--- config.mk ---
export PLATFORM = sky130hd
export DESIGN_NAME = gpio_irq_ctrl
export DESIGN_NICKNAME = d
export VERILOG_FILES = /design/src/rtl/gpio_pkg.sv /design/src/rtl/gpio_in_sync.sv /design/src/rtl/gpio_regfile.sv /design/src/rtl/gpio_blink_gen.sv /design/src/rtl/gpio_irq_reduce.sv /design/src/rtl/gpio_irq_ctrl.sv
export SDC_FILE = /design/constraint.sdc
export NUM_CORES = 1
export LEC_CHECK = 0
export CAP_MARGIN = 20
export CORE_ASPECT_RATIO = 2
export CORE_MARGIN = 4
export CORE_UTILIZATION = 57
export CTS_CLUSTER_SIZE = 24
export DETAILED_ROUTE_END_ITERATION = 8
export HOLD_SLACK_MARGIN = 0.12
export PLACE_DENSITY = 0.81
export RECOVER_POWER = 25
export SYNTH_ARGS = -nofsm -noshare
export SYNTH_HDL_FRONTEND = slang
export SYNTH_SLANG_ARGS = --single-unit
--- constraint.sdc ---
create_clock -name clk -period 3 [get_ports clk]
set_clock_uncertainty 0.1 [all_clocks]
set_input_delay 0.6 -clock clk [delete_from_list [all_inputs] [get_ports clk]]
set_output_delay 0.6 -clock clk [all_outputs]
set_load 0.005 [all_outputs]
--- src/rtl/gpio_pkg.sv ---
package gpio_pkg;

    localparam int GPIO_W = 32;
    localparam int ADDR_W = 12;

    localparam logic [ADDR_W-1:0] OFF_DOUT   = 12'h100;
    localparam logic [ADDR_W-1:0] OFF_DIR    = 12'h104;
    localparam logic [ADDR_W-1:0] OFF_BLINK  = 12'h108;
    localparam logic [ADDR_W-1:0] OFF_POL    = 12'h10C;
    localparam logic [ADDR_W-1:0] OFF_DIN    = 12'h110;
    localparam logic [ADDR_W-1:0] OFF_ECAUSE = 12'h114;
    localparam logic [ADDR_W-1:0] OFF_EMASK  = 12'h118;
    localparam logic [ADDR_W-1:0] OFF_LMASK  = 12'h11C;

    typedef enum logic [3:0] {
        SEL_DOUT,
        SEL_DIR,
        SEL_BLINK,
        SEL_POL,
        SEL_DIN,
        SEL_ECAUSE,
        SEL_EMASK,
        SEL_LMASK,
        SEL_NONE
    } reg_sel_e;

    typedef struct packed {
        logic [GPIO_W-1:0] dout;
        logic [GPIO_W-1:0] dir;
        logic [GPIO_W-1:0] blink;
        logic [GPIO_W-1:0] pol;
        logic [GPIO_W-1:0] ecause;
        logic [GPIO_W-1:0] emask;
        logic [GPIO_W-1:0] lmask;
    } gpio_regs_t;

    function automatic reg_sel_e decode_offset(input logic [ADDR_W-1:0] a);
        reg_sel_e s;
        case (a)
            OFF_DOUT:   s = SEL_DOUT;
            OFF_DIR:    s = SEL_DIR;
            OFF_BLINK:  s = SEL_BLINK;
            OFF_POL:    s = SEL_POL;
            OFF_DIN:    s = SEL_DIN;
            OFF_ECAUSE: s = SEL_ECAUSE;
            OFF_EMASK:  s = SEL_EMASK;
            OFF_LMASK:  s = SEL_LMASK;
            default:    s = SEL_NONE;
        endcase
        return s;
    endfunction

endpackage

--- src/rtl/gpio_in_sync.sv ---
module gpio_in_sync
    import gpio_pkg::*;
(
    input  logic              clk,
    input  logic              rst,
    input  logic [GPIO_W-1:0] pad_in,
    input  logic [GPIO_W-1:0] pol,
    output logic [GPIO_W-1:0] adj,
    output logic [GPIO_W-1:0] edge_vec
);
    logic [GPIO_W-1:0] meta_q;
    logic [GPIO_W-1:0] sync_q;
    logic [GPIO_W-1:0] sync_prev_q;

    always_ff @(posedge clk) begin
        if (rst) begin
            meta_q      <= '0;
            sync_q      <= '0;
            sync_prev_q <= '0;
        end else begin
            meta_q      <= pad_in;
            sync_q      <= meta_q;
            sync_prev_q <= sync_q;
        end
    end

    // The current inversion word is applied to both samples, so a
    // rewrite of it alone can never look like a transition.
    always_comb begin
        adj      = sync_q ^ pol;
        edge_vec = adj & ~(sync_prev_q ^ pol);
    end

    // steady synchronised pads yield no edge, whatever pol does
    assert_no_pol_edge_R7: assert property (@(posedge clk) disable iff (rst)
        (sync_q == sync_prev_q) |-> (edge_vec == '0));

endmodule

--- src/rtl/gpio_regfile.sv ---
module gpio_regfile
    import gpio_pkg::*;
(
    input  logic              clk,
    input  logic              rst,
    input  logic [ADDR_W-1:0] addr,
    input  logic              wr_en,
    input  logic              rd_en,
    input  logic [GPIO_W-1:0] wdata,
    input  logic [GPIO_W-1:0] adj,
    input  logic [GPIO_W-1:0] edge_vec,
    output gpio_regs_t        regs,
    output logic [GPIO_W-1:0] rdata
);
    reg_sel_e sel;
    logic     wr_hit;

    always_comb begin
        sel    = decode_offset(addr);
        wr_hit = wr_en && (sel != SEL_NONE) && (sel != SEL_DIN);
    end

    always_ff @(posedge clk) begin
        if (rst) begin
            regs.dout   <= '0;
            regs.dir    <= '1;
            regs.blink  <= '0;
            regs.pol    <= '0;
            regs.ecause <= '0;
            regs.emask  <= '0;
            regs.lmask  <= '0;
        end else begin
            if (wr_hit && sel == SEL_DOUT)  regs.dout  <= wdata;
            if (wr_hit && sel == SEL_DIR)   regs.dir   <= wdata;
            if (wr_hit && sel == SEL_BLINK) regs.blink <= wdata;
            if (wr_hit && sel == SEL_POL)   regs.pol   <= wdata;
            if (wr_hit && sel == SEL_EMASK) regs.emask <= wdata;
            if (wr_hit && sel == SEL_LMASK) regs.lmask <= wdata;
            // Write-zero-to-clear; a fresh edge wins over the clear.
            if (wr_hit && sel == SEL_ECAUSE)
                regs.ecause <= (regs.ecause & wdata) | edge_vec;
            else
                regs.ecause <= regs.ecause | edge_vec;
        end
    end

    always_comb begin
        rdata = '0;
        if (rd_en) begin
            case (sel)
                SEL_DOUT:   rdata = regs.dout;
                SEL_DIR:    rdata = regs.dir;
                SEL_BLINK:  rdata = regs.blink;
                SEL_POL:    rdata = regs.pol;
                SEL_DIN:    rdata = adj;
                SEL_ECAUSE: rdata = regs.ecause;
                SEL_EMASK:  rdata = regs.emask;
                SEL_LMASK:  rdata = regs.lmask;
                default:    rdata = '0;
            endcase
        end
    end

    // every detected edge is present in the cause word one cycle later
    assert_edge_recorded_R5: assert property (@(posedge clk) disable iff (rst)
        (edge_vec != '0) |=> (($past(edge_vec) & ~regs.ecause) == '0));

    // cause bits only fall through a write to the cause word
    assert_cause_sticky_R6: assert property (@(posedge clk) disable iff (rst)
        !(wr_en && addr == OFF_ECAUSE) |=> (($past(regs.ecause) & ~regs.ecause) == '0));

endmodule

--- src/rtl/gpio_blink_gen.sv ---
module gpio_blink_gen #(
    parameter int BLINK_BIT = 22
) (
    input  logic clk,
    input  logic rst,
    output logic phase
);
    localparam int CNT_W = BLINK_BIT + 1;

    logic [CNT_W-1:0] cnt_q;

    always_ff @(posedge clk) begin
        if (rst) cnt_q <= '0;
        else     cnt_q <= cnt_q + 1'b1;
    end

    assign phase = cnt_q[BLINK_BIT];

endmodule

--- src/rtl/gpio_irq_reduce.sv ---
module gpio_irq_reduce #(
    parameter int W          = 32,
    parameter int GROUP_PINS = 8,
    localparam int NGROUPS   = W / GROUP_PINS
) (
    input  logic [W-1:0]       cause,
    output logic [NGROUPS-1:0] irq
);
    for (genvar g = 0; g < NGROUPS; g++) begin : g_grp
        assign irq[g] = |cause[g*GROUP_PINS +: GROUP_PINS];
    end

endmodule

--- src/rtl/gpio_irq_ctrl.sv ---
module gpio_irq_ctrl
    import gpio_pkg::*;
#(
    parameter int GROUP_PINS = 8,
    parameter int BLINK_BIT  = 22,
    localparam int NGROUPS   = GPIO_W / GROUP_PINS
) (
    input  logic              clk,
    input  logic              rst,
    input  logic [ADDR_W-1:0] addr,
    input  logic              wr_en,
    input  logic              rd_en,
    input  logic [GPIO_W-1:0] wdata,
    output logic [GPIO_W-1:0] rdata,
    input  logic [GPIO_W-1:0] pad_in,
    output logic [GPIO_W-1:0] pad_out,
    output logic [GPIO_W-1:0] pad_oe,
    output logic [NGROUPS-1:0] irq
);
    gpio_regs_t        regs;
    logic [GPIO_W-1:0] adj;
    logic [GPIO_W-1:0] edge_vec;
    logic [GPIO_W-1:0] cause;
    logic              blink_phase;

    gpio_in_sync u_sync (
        .clk      (clk),
        .rst      (rst),
        .pad_in   (pad_in),
        .pol      (regs.pol),
        .adj      (adj),
        .edge_vec (edge_vec)
    );

    gpio_regfile u_regs (
        .clk      (clk),
        .rst      (rst),
        .addr     (addr),
        .wr_en    (wr_en),
        .rd_en    (rd_en),
        .wdata    (wdata),
        .adj      (adj),
        .edge_vec (edge_vec),
        .regs     (regs),
        .rdata    (rdata)
    );

    gpio_blink_gen #(.BLINK_BIT(BLINK_BIT)) u_blink (
        .clk   (clk),
        .rst   (rst),
        .phase (blink_phase)
    );

    always_comb begin
        pad_oe  = ~regs.dir;
        pad_out = (regs.dout & ~regs.blink) | ({GPIO_W{blink_phase}} & regs.blink);
        cause   = (adj & regs.lmask) | (regs.ecause & regs.emask);
    end

    gpio_irq_reduce #(.W(GPIO_W), .GROUP_PINS(GROUP_PINS)) u_reduce (
        .cause (cause),
        .irq   (irq)
    );

    // a direction write shows up inverted on pad_oe one cycle later
    assert_dir_to_oe_R2: assert property (@(posedge clk) disable iff (rst)
        (wr_en && addr == OFF_DIR) |=> (pad_oe == ~$past(wdata)));

    // with both masks clear no summary interrupt may be raised
    assert_masked_quiet_R4: assert property (@(posedge clk) disable iff (rst)
        (regs.lmask == '0 && regs.emask == '0) |-> (irq == '0));

    // all blinking pins carry the same level
    assert_blink_shared_R9: assert property (@(posedge clk) disable iff (rst)
        ((pad_out & regs.blink) == '0) || ((pad_out & regs.blink) == regs.blink));

endmodule

# ---- Word level (Yosys, flattened, before mapping)
# Index checks and enable logic that the tools add are counted.
dict set report classes {
  add_sub_neg 1
  eq_ne 17
  n_mux 4
  bitwise 15
  reduce_logical 14
}
# operator n
set op_table {}
lappend op_table {{32-bit case mux with 8 select lines} 1}
lappend op_table {{32-bit bitwise AND} 6}
lappend op_table {{32-bit bitwise OR} 4}
lappend op_table {{12-bit by 9-bit == test with 1-bit output (second input constant)} 8}
lappend op_table {{32-bit inverter} 3}
lappend op_table {{32-bit 2-to-1 mux} 2}
lappend op_table {{32-bit bitwise XOR} 2}
lappend op_table {{4-bit case mux with 8 select lines} 1}
lappend op_table {{8-bit OR reduction} 4}
lappend op_table {{23-bit by 1-bit adder with 23-bit output (second input constant)} 1}
lappend op_table {{4-bit by 3-bit == test with 1-bit output (second input constant)} 4}
lappend op_table {{1-bit logical AND} 9}
lappend op_table {{4-bit by 2-bit == test with 1-bit output (second input constant)} 2}
lappend op_table {{4-bit by 1-bit == test with 1-bit output (second input constant)} 1}
lappend op_table {{4-bit zero test} 1}
lappend op_table {{4-bit by 3-bit inequality test with 1-bit output (second input constant)} 1}
lappend op_table {{4-bit inequality test (second input constant)} 1}
dict set report totals {
  regBits 343
  in_bits 80
  output_inout_bits 100
  word_cells 62
}

# ---- Logic depth before layout (Yosys ltp)
dict set report depth {
  depth_word 7
  ltp_mapped 7
  mapped_depth_nobuf 5
}

# ---- Cells and area by module
# From an unflattened synthesis, not the netlist that was laid out.
dict set report hier_totals {
  cells_unflattened 1598
  area_unflattened_um2 15433.6
}
# module n_inst cells_per_inst area_per_inst_um2 seq_area_each_um2
set by_module_without_submodules {}
lappend by_module_without_submodules {gpio_regfile 1 1044 10189.8 4484.3}
lappend by_module_without_submodules {gpio_in_sync 1 330 3403.3 1921.8}
lappend by_module_without_submodules {gpio_blink_gen 1 113 999.7 460.4}
lappend by_module_without_submodules {gpio_irq_ctrl 1 99 775.7 0.0}
lappend by_module_without_submodules {gpio_irq_reduce 1 12 65.1 0.0}

# ---- Worst setup path before layout
# No wires, ideal clock.
dict set report synth_timing {
  kind {input to output}
  start {in addr[5]}
  end {out rdata[10]}
  arrival_time_ns 2.264
  required_ns 2.300
  path_slack_ns 0.036
  path_stages 7
  path_buffers 3
  path_cell_list {or3_1 buf_2 buf_2 nor4_2 clkbuf_1 a22oi_1 a31oi_1}
}
dict set report synth_via {
  elab_chain_cells 5
  elab_cells_between_ends 19
  cone_classes {15 x eq/ne; 3 x mux; 1 x reduce/logical}
}
# element line
set synth_lines {}
lappend synth_lines {{from (decl)} gpio_irq_ctrl.sv:10} ;# input logic [ADDR_W-1:0] addr,
lappend synth_lines {{12-bit by 9-bit == test with 1-bit output} gpio_pkg.sv:39} ;# case (a)
lappend synth_lines {{4-bit case mux with 8 select lines *} gpio_pkg.sv:39}
lappend synth_lines {{4-bit by 3-bit == test with 1-bit output (tied with other cells)} gpio_regfile.sv:50} ;# case (sel)
lappend synth_lines {{32-bit case mux with 8 select lines *} gpio_regfile.sv:50}
lappend synth_lines {{32-bit 2-to-1 mux *} gpio_regfile.sv:49} ;# if (rd_en) begin
lappend synth_lines {{to (decl)} gpio_irq_ctrl.sv:14} ;# output logic [GPIO_W-1:0] rdata,
# Mark *: on every way between the ends. The rest lies on a longest branch, timed or not.

# ---- Final worst setup path
dict set report layout_timing {
  start {in addr[0]}
  end {out rdata[16]}
}
# The elaborated chain is that of the path after synthesis.

==> key figures <==
STA
  • Setup Viol. Count Final: 32
  • Rel. slew slack: -10.85%
  • Worst-Margin Slew: 1663 ps
  • RSZ-0062 raised after global routing: true
  • Setup TNS: -5749 ps
  • Pins Over Slew Limit: 86
  • Max Fclk: 306.8 MHz
  • Crit share post-route: 108.7%
  • Post-route setup slack: -259.9 ps
  • Final Hold Vio Count: 0
  • Min Tclk post-route: 3260 ps
  • Fin Hold WS: between 300 and 400 ps

Critical path
  • Startpoint types: input pin
  • Internal reg-to-reg setup slack: 880 ps
  • CP arrival: approximately 2600 ps
  • Crit path to: rdata[16]
  • Crit. End Element: output pin
  • Reg-to-reg critical path endpoint: u_blink.cnt_q[22]$_SDFF_PP0_
  • Crit path launch: addr[0]
  • CP max stage delay: 620 ps
  • Critical path class: in2out
  • Crit path required time: 2300 ps
  • Slowest library cell on the worst path: or4b_4
  • CP cell instances: buf_8 > or4b_4 > buf_4 > nor4_4 > buf_6 > buf_12 > buf_4 > a22oi_1 > a31oi_1 > buf_2
  • Worst-path maximum fanout: 4
  • Worst reg2reg path depth: 4
  • Crit path top cell by count: buf_4
  • Critical R2R Launch: u_blink.cnt_q[7]$_SDFF_PP0_

Global routing
  • GRT Util Overall: 36.50%
  • Grt total ovfl: 0
  • Largest net degree at the start of global routing: just over 100
  • Number of antenna violations at the first check in global routing: 1
  • First-pass GRT wire length: 89.65 mm
  • Vias in the first global route: 16,140

Floorplan
  • Rows: 85
  • Die Height: 243.3 µm
  • Core area: about 27,000 µm²
  • Num ports: between 150 and 200
  • Initial Utilization: approximately three fifths
  • Die width: 125.6 µm
  • Die ar.: around 30,000 µm²

Power
  • Worst vdd ir: 499.3 µV
  • Tot Pwr: roughly 9.4 mW
  • Leak: 7.709 nW
  • Cell area power density: 454.4 nW/µm²

Clock tree
  • Clock Pin Slew Worst Setup and Hold Paths: 70 ps
  • Skew-Pair Late Insertion Delay: 570 ps
  • CTS Buf Count: 29
  • H-tree levels: 1
  • TritonCTS clock tree: done
  • Clock buffer depth: 3
  • Clk root buf: clkbuf_16
  • Sink Count: 343

Synth
  • FFs w/ async S/R, synth: 0%
  • Top cell type's share of synthesized area: about 44%
  • Flops & latches, synth: ~340
  • Synth area leaders: dfxtp_1 44%, nand3_1 4.7%, o21ai_0 4.5%, nor2b_1 4.5%, a21oi_1 4.4%
  • Syn Inst Count: approximately 1,800
  • Mapped Avg Cell Area: 8.928 µm²
  • Number of library cell types mapped by synthesis: 55
  • Yosys warns: 0
  • Synth Cell Area: ~16,000 µm²
  • Ys flop type: dfxtp_1
  • Post-Syn Nets: 1,848
  • Area leader, netlist: dfxtp_1
  • Register area share after synthesis: between 40% and 50%
  • EDFF count, synth: 0

Place
  • Port buffer count: roughly 180
  • GPL Wtd Cong: 0.9957
  • Detailed placer's ending HPWL: 36.38 mm
  • Inst Count DP: between 2,000 and 2,500
  • Dpl ws: -1073 ps

Layout
  • Area growth syn-to-layout: 31.07%
  • NumNets Final: 2,072
  • Final non-filler cell total: 2,362
  • Share of post-route cells with drive strength above 1: between 20% and 30%
  • Fill cells: 1,819

Run status
  • Failing checks: capacitance limit, slew limit, setup timing
  • Status: finished with violations

Route
  • First drt pass iteration count: 7
  • Final wirelength: 59.42 mm
  • Post-route antenna net violation count: 0
  • Initial DRC count: 2,361
  • Drt wl/cell: 25.16 µm
  • DRC errors left: 0
  • Drt via density: between 6 and 7
  • Vias post-DR: 16,170

Flow run
  • Max_cap viols: 1

Min path
  • Hold Path Class: reg2reg
## layout make-up
| cell class | count | area, µm² | area share, % |
|---|---|---|---|
| inverters | 37 | 138.9 | 0.6716 |
| diodes | 2 | 5.005 | 0.02420 |
| clock inverters | 15 | 214.0 | 1.035 |
| flip-flops and latches | 343 | 6879 | 33.27 |
| multi-input cells | 1230 | 8767 | 42.40 |
| clock buffers | 37 | 785.8 | 3.800 |
| well taps | 348 | 435.4 | 2.106 |
| repair buffers | 350 | 3453 | 16.70 |
## worst min path at each step
stage | slack, ps | start | to | depth (start not counted)
2_1_floorplan | 310 | u_sync.meta_q[0]$_SDFF_PP0_ | u_sync.sync_q[0]$_SDFF_PP0_ | 1
5_1_grt | 350 | u_sync.meta_q[27]$_SDFF_PP0_ | u_sync.sync_q[27]$_SDFF_PP0_ | 1
6_report | 330 | u_sync.meta_q[27]$_SDFF_PP0_ | u_sync.sync_q[27]$_SDFF_PP0_ | 1
4_1_cts | 340 | u_sync.meta_q[21]$_SDFF_PP0_ | u_sync.sync_q[21]$_SDFF_PP0_ | 1
3_5_place_dp | 320 | u_sync.meta_q[0]$_SDFF_PP0_ | u_sync.sync_q[0]$_SDFF_PP0_ | 1
3_3_place_gp | 320 | u_sync.meta_q[21]$_SDFF_PP0_ | u_sync.sync_q[21]$_SDFF_PP0_ | 1
## where the power goes
group	leakage, nW	internal, mW	switching, mW
clock	0.480	2.29	1.73
combinational	4.44	0.273	0.405
sequential	2.79	4.63	0.0703
## cells in the mapped netlist, drive strengths merged, types with 28 or more instances
cell and count:
clkbuf 120, nor2 64, a211o 31, nand3b 33, mux2i 46, o21ai 143, dfxtp 343, a22o 38
nand3 149, inv 37, nand2 28, xor2 37, mux2 61, a22oi 80, a31oi 57, and3 38
buf 39, a21oi 139, o31ai 33, nor2b 114
## sequential cells by signal, indices dropped and copies added, names as in the netlist
register            cells
u_sync.sync_q          32
u_sync.meta_q          32
u_sync.sync_prev_q     32
u_regs.regs           224
u_blink.cnt_q          23
## timing repair
action,4_1_cts,5_1_grt
hold buffers,0,0
resized for setup,307,49
endpoints found under the setup margin,36,35
pin swaps,55,27
gates cloned,10,2
buffers inserted,44,11
## per-layer routing
layer  up-vias  share of wire (%)  global-route usage [%]
met1      7598                 32                   39.01
met4         0                 10                   27.75
met3       441                9.6                   7.738
met2      1169                 48                   62.22
met5         -                  0                       0
li1       6957                  -                       -
## critical path, delay by kind of cell
family | cells | cell delay (ps)
compound gates | 2 | 280
simple gates | 2 | 820
buf+inv | 6 | 870
## per-stage QoR
stage	util (%)	instance area, µm²
CTS	75.76	20550
floorplan	-	15780
global route	76.24	20680
finish	76.25	20680
detailed placement	68.29	18520
global placement	68.29	18520
## cells in the final DEF, fill, tap and decap left out, types with 12 or more instances in the layout
master             n
nor3_1            12
buf_2             34
nor2b_1          113
nor4_4            13
o21ai_0          141
a22o_1            38
buf_4            102
nand2_1           24
buf_6             29
xor2_1            35
mux2_2            61
a21oi_1          137
dfxtp_1          335
nand3b_1          33
a22oi_1           48
buf_12            25
nand3_1          145
clkdlybuf4s50_1  132
nor2_1            62
or3b_2            26
clkbuf_16         31
and3_1            38
mux2i_1           44
a31oi_1           44
inv_1             37
o31ai_1           33
a22oi_2           32
a211o_1           31
## cells by family (layout without fill, tap and decap cells)
| family | count (synthesis) | after routing | share of synthesized area, % |
|---|---|---|---|
| compound gates | 551 | 551 | 22.14 |
| simple gates | 527 | 529 | 19.47 |
| flops | 343 | 343 | 43.52 |
| buf+inv | 196 | 439 | 5.187 |
| mux | 107 | 107 | 7.273 |
| xor+xnor | 42 | 42 | 2.332 |
| fa+ha+maj | 1 | 1 | 0.07930 |
| other cells | 0 | 2 | 0 |
No activity file was read; power rests on OpenSTA's default activity.
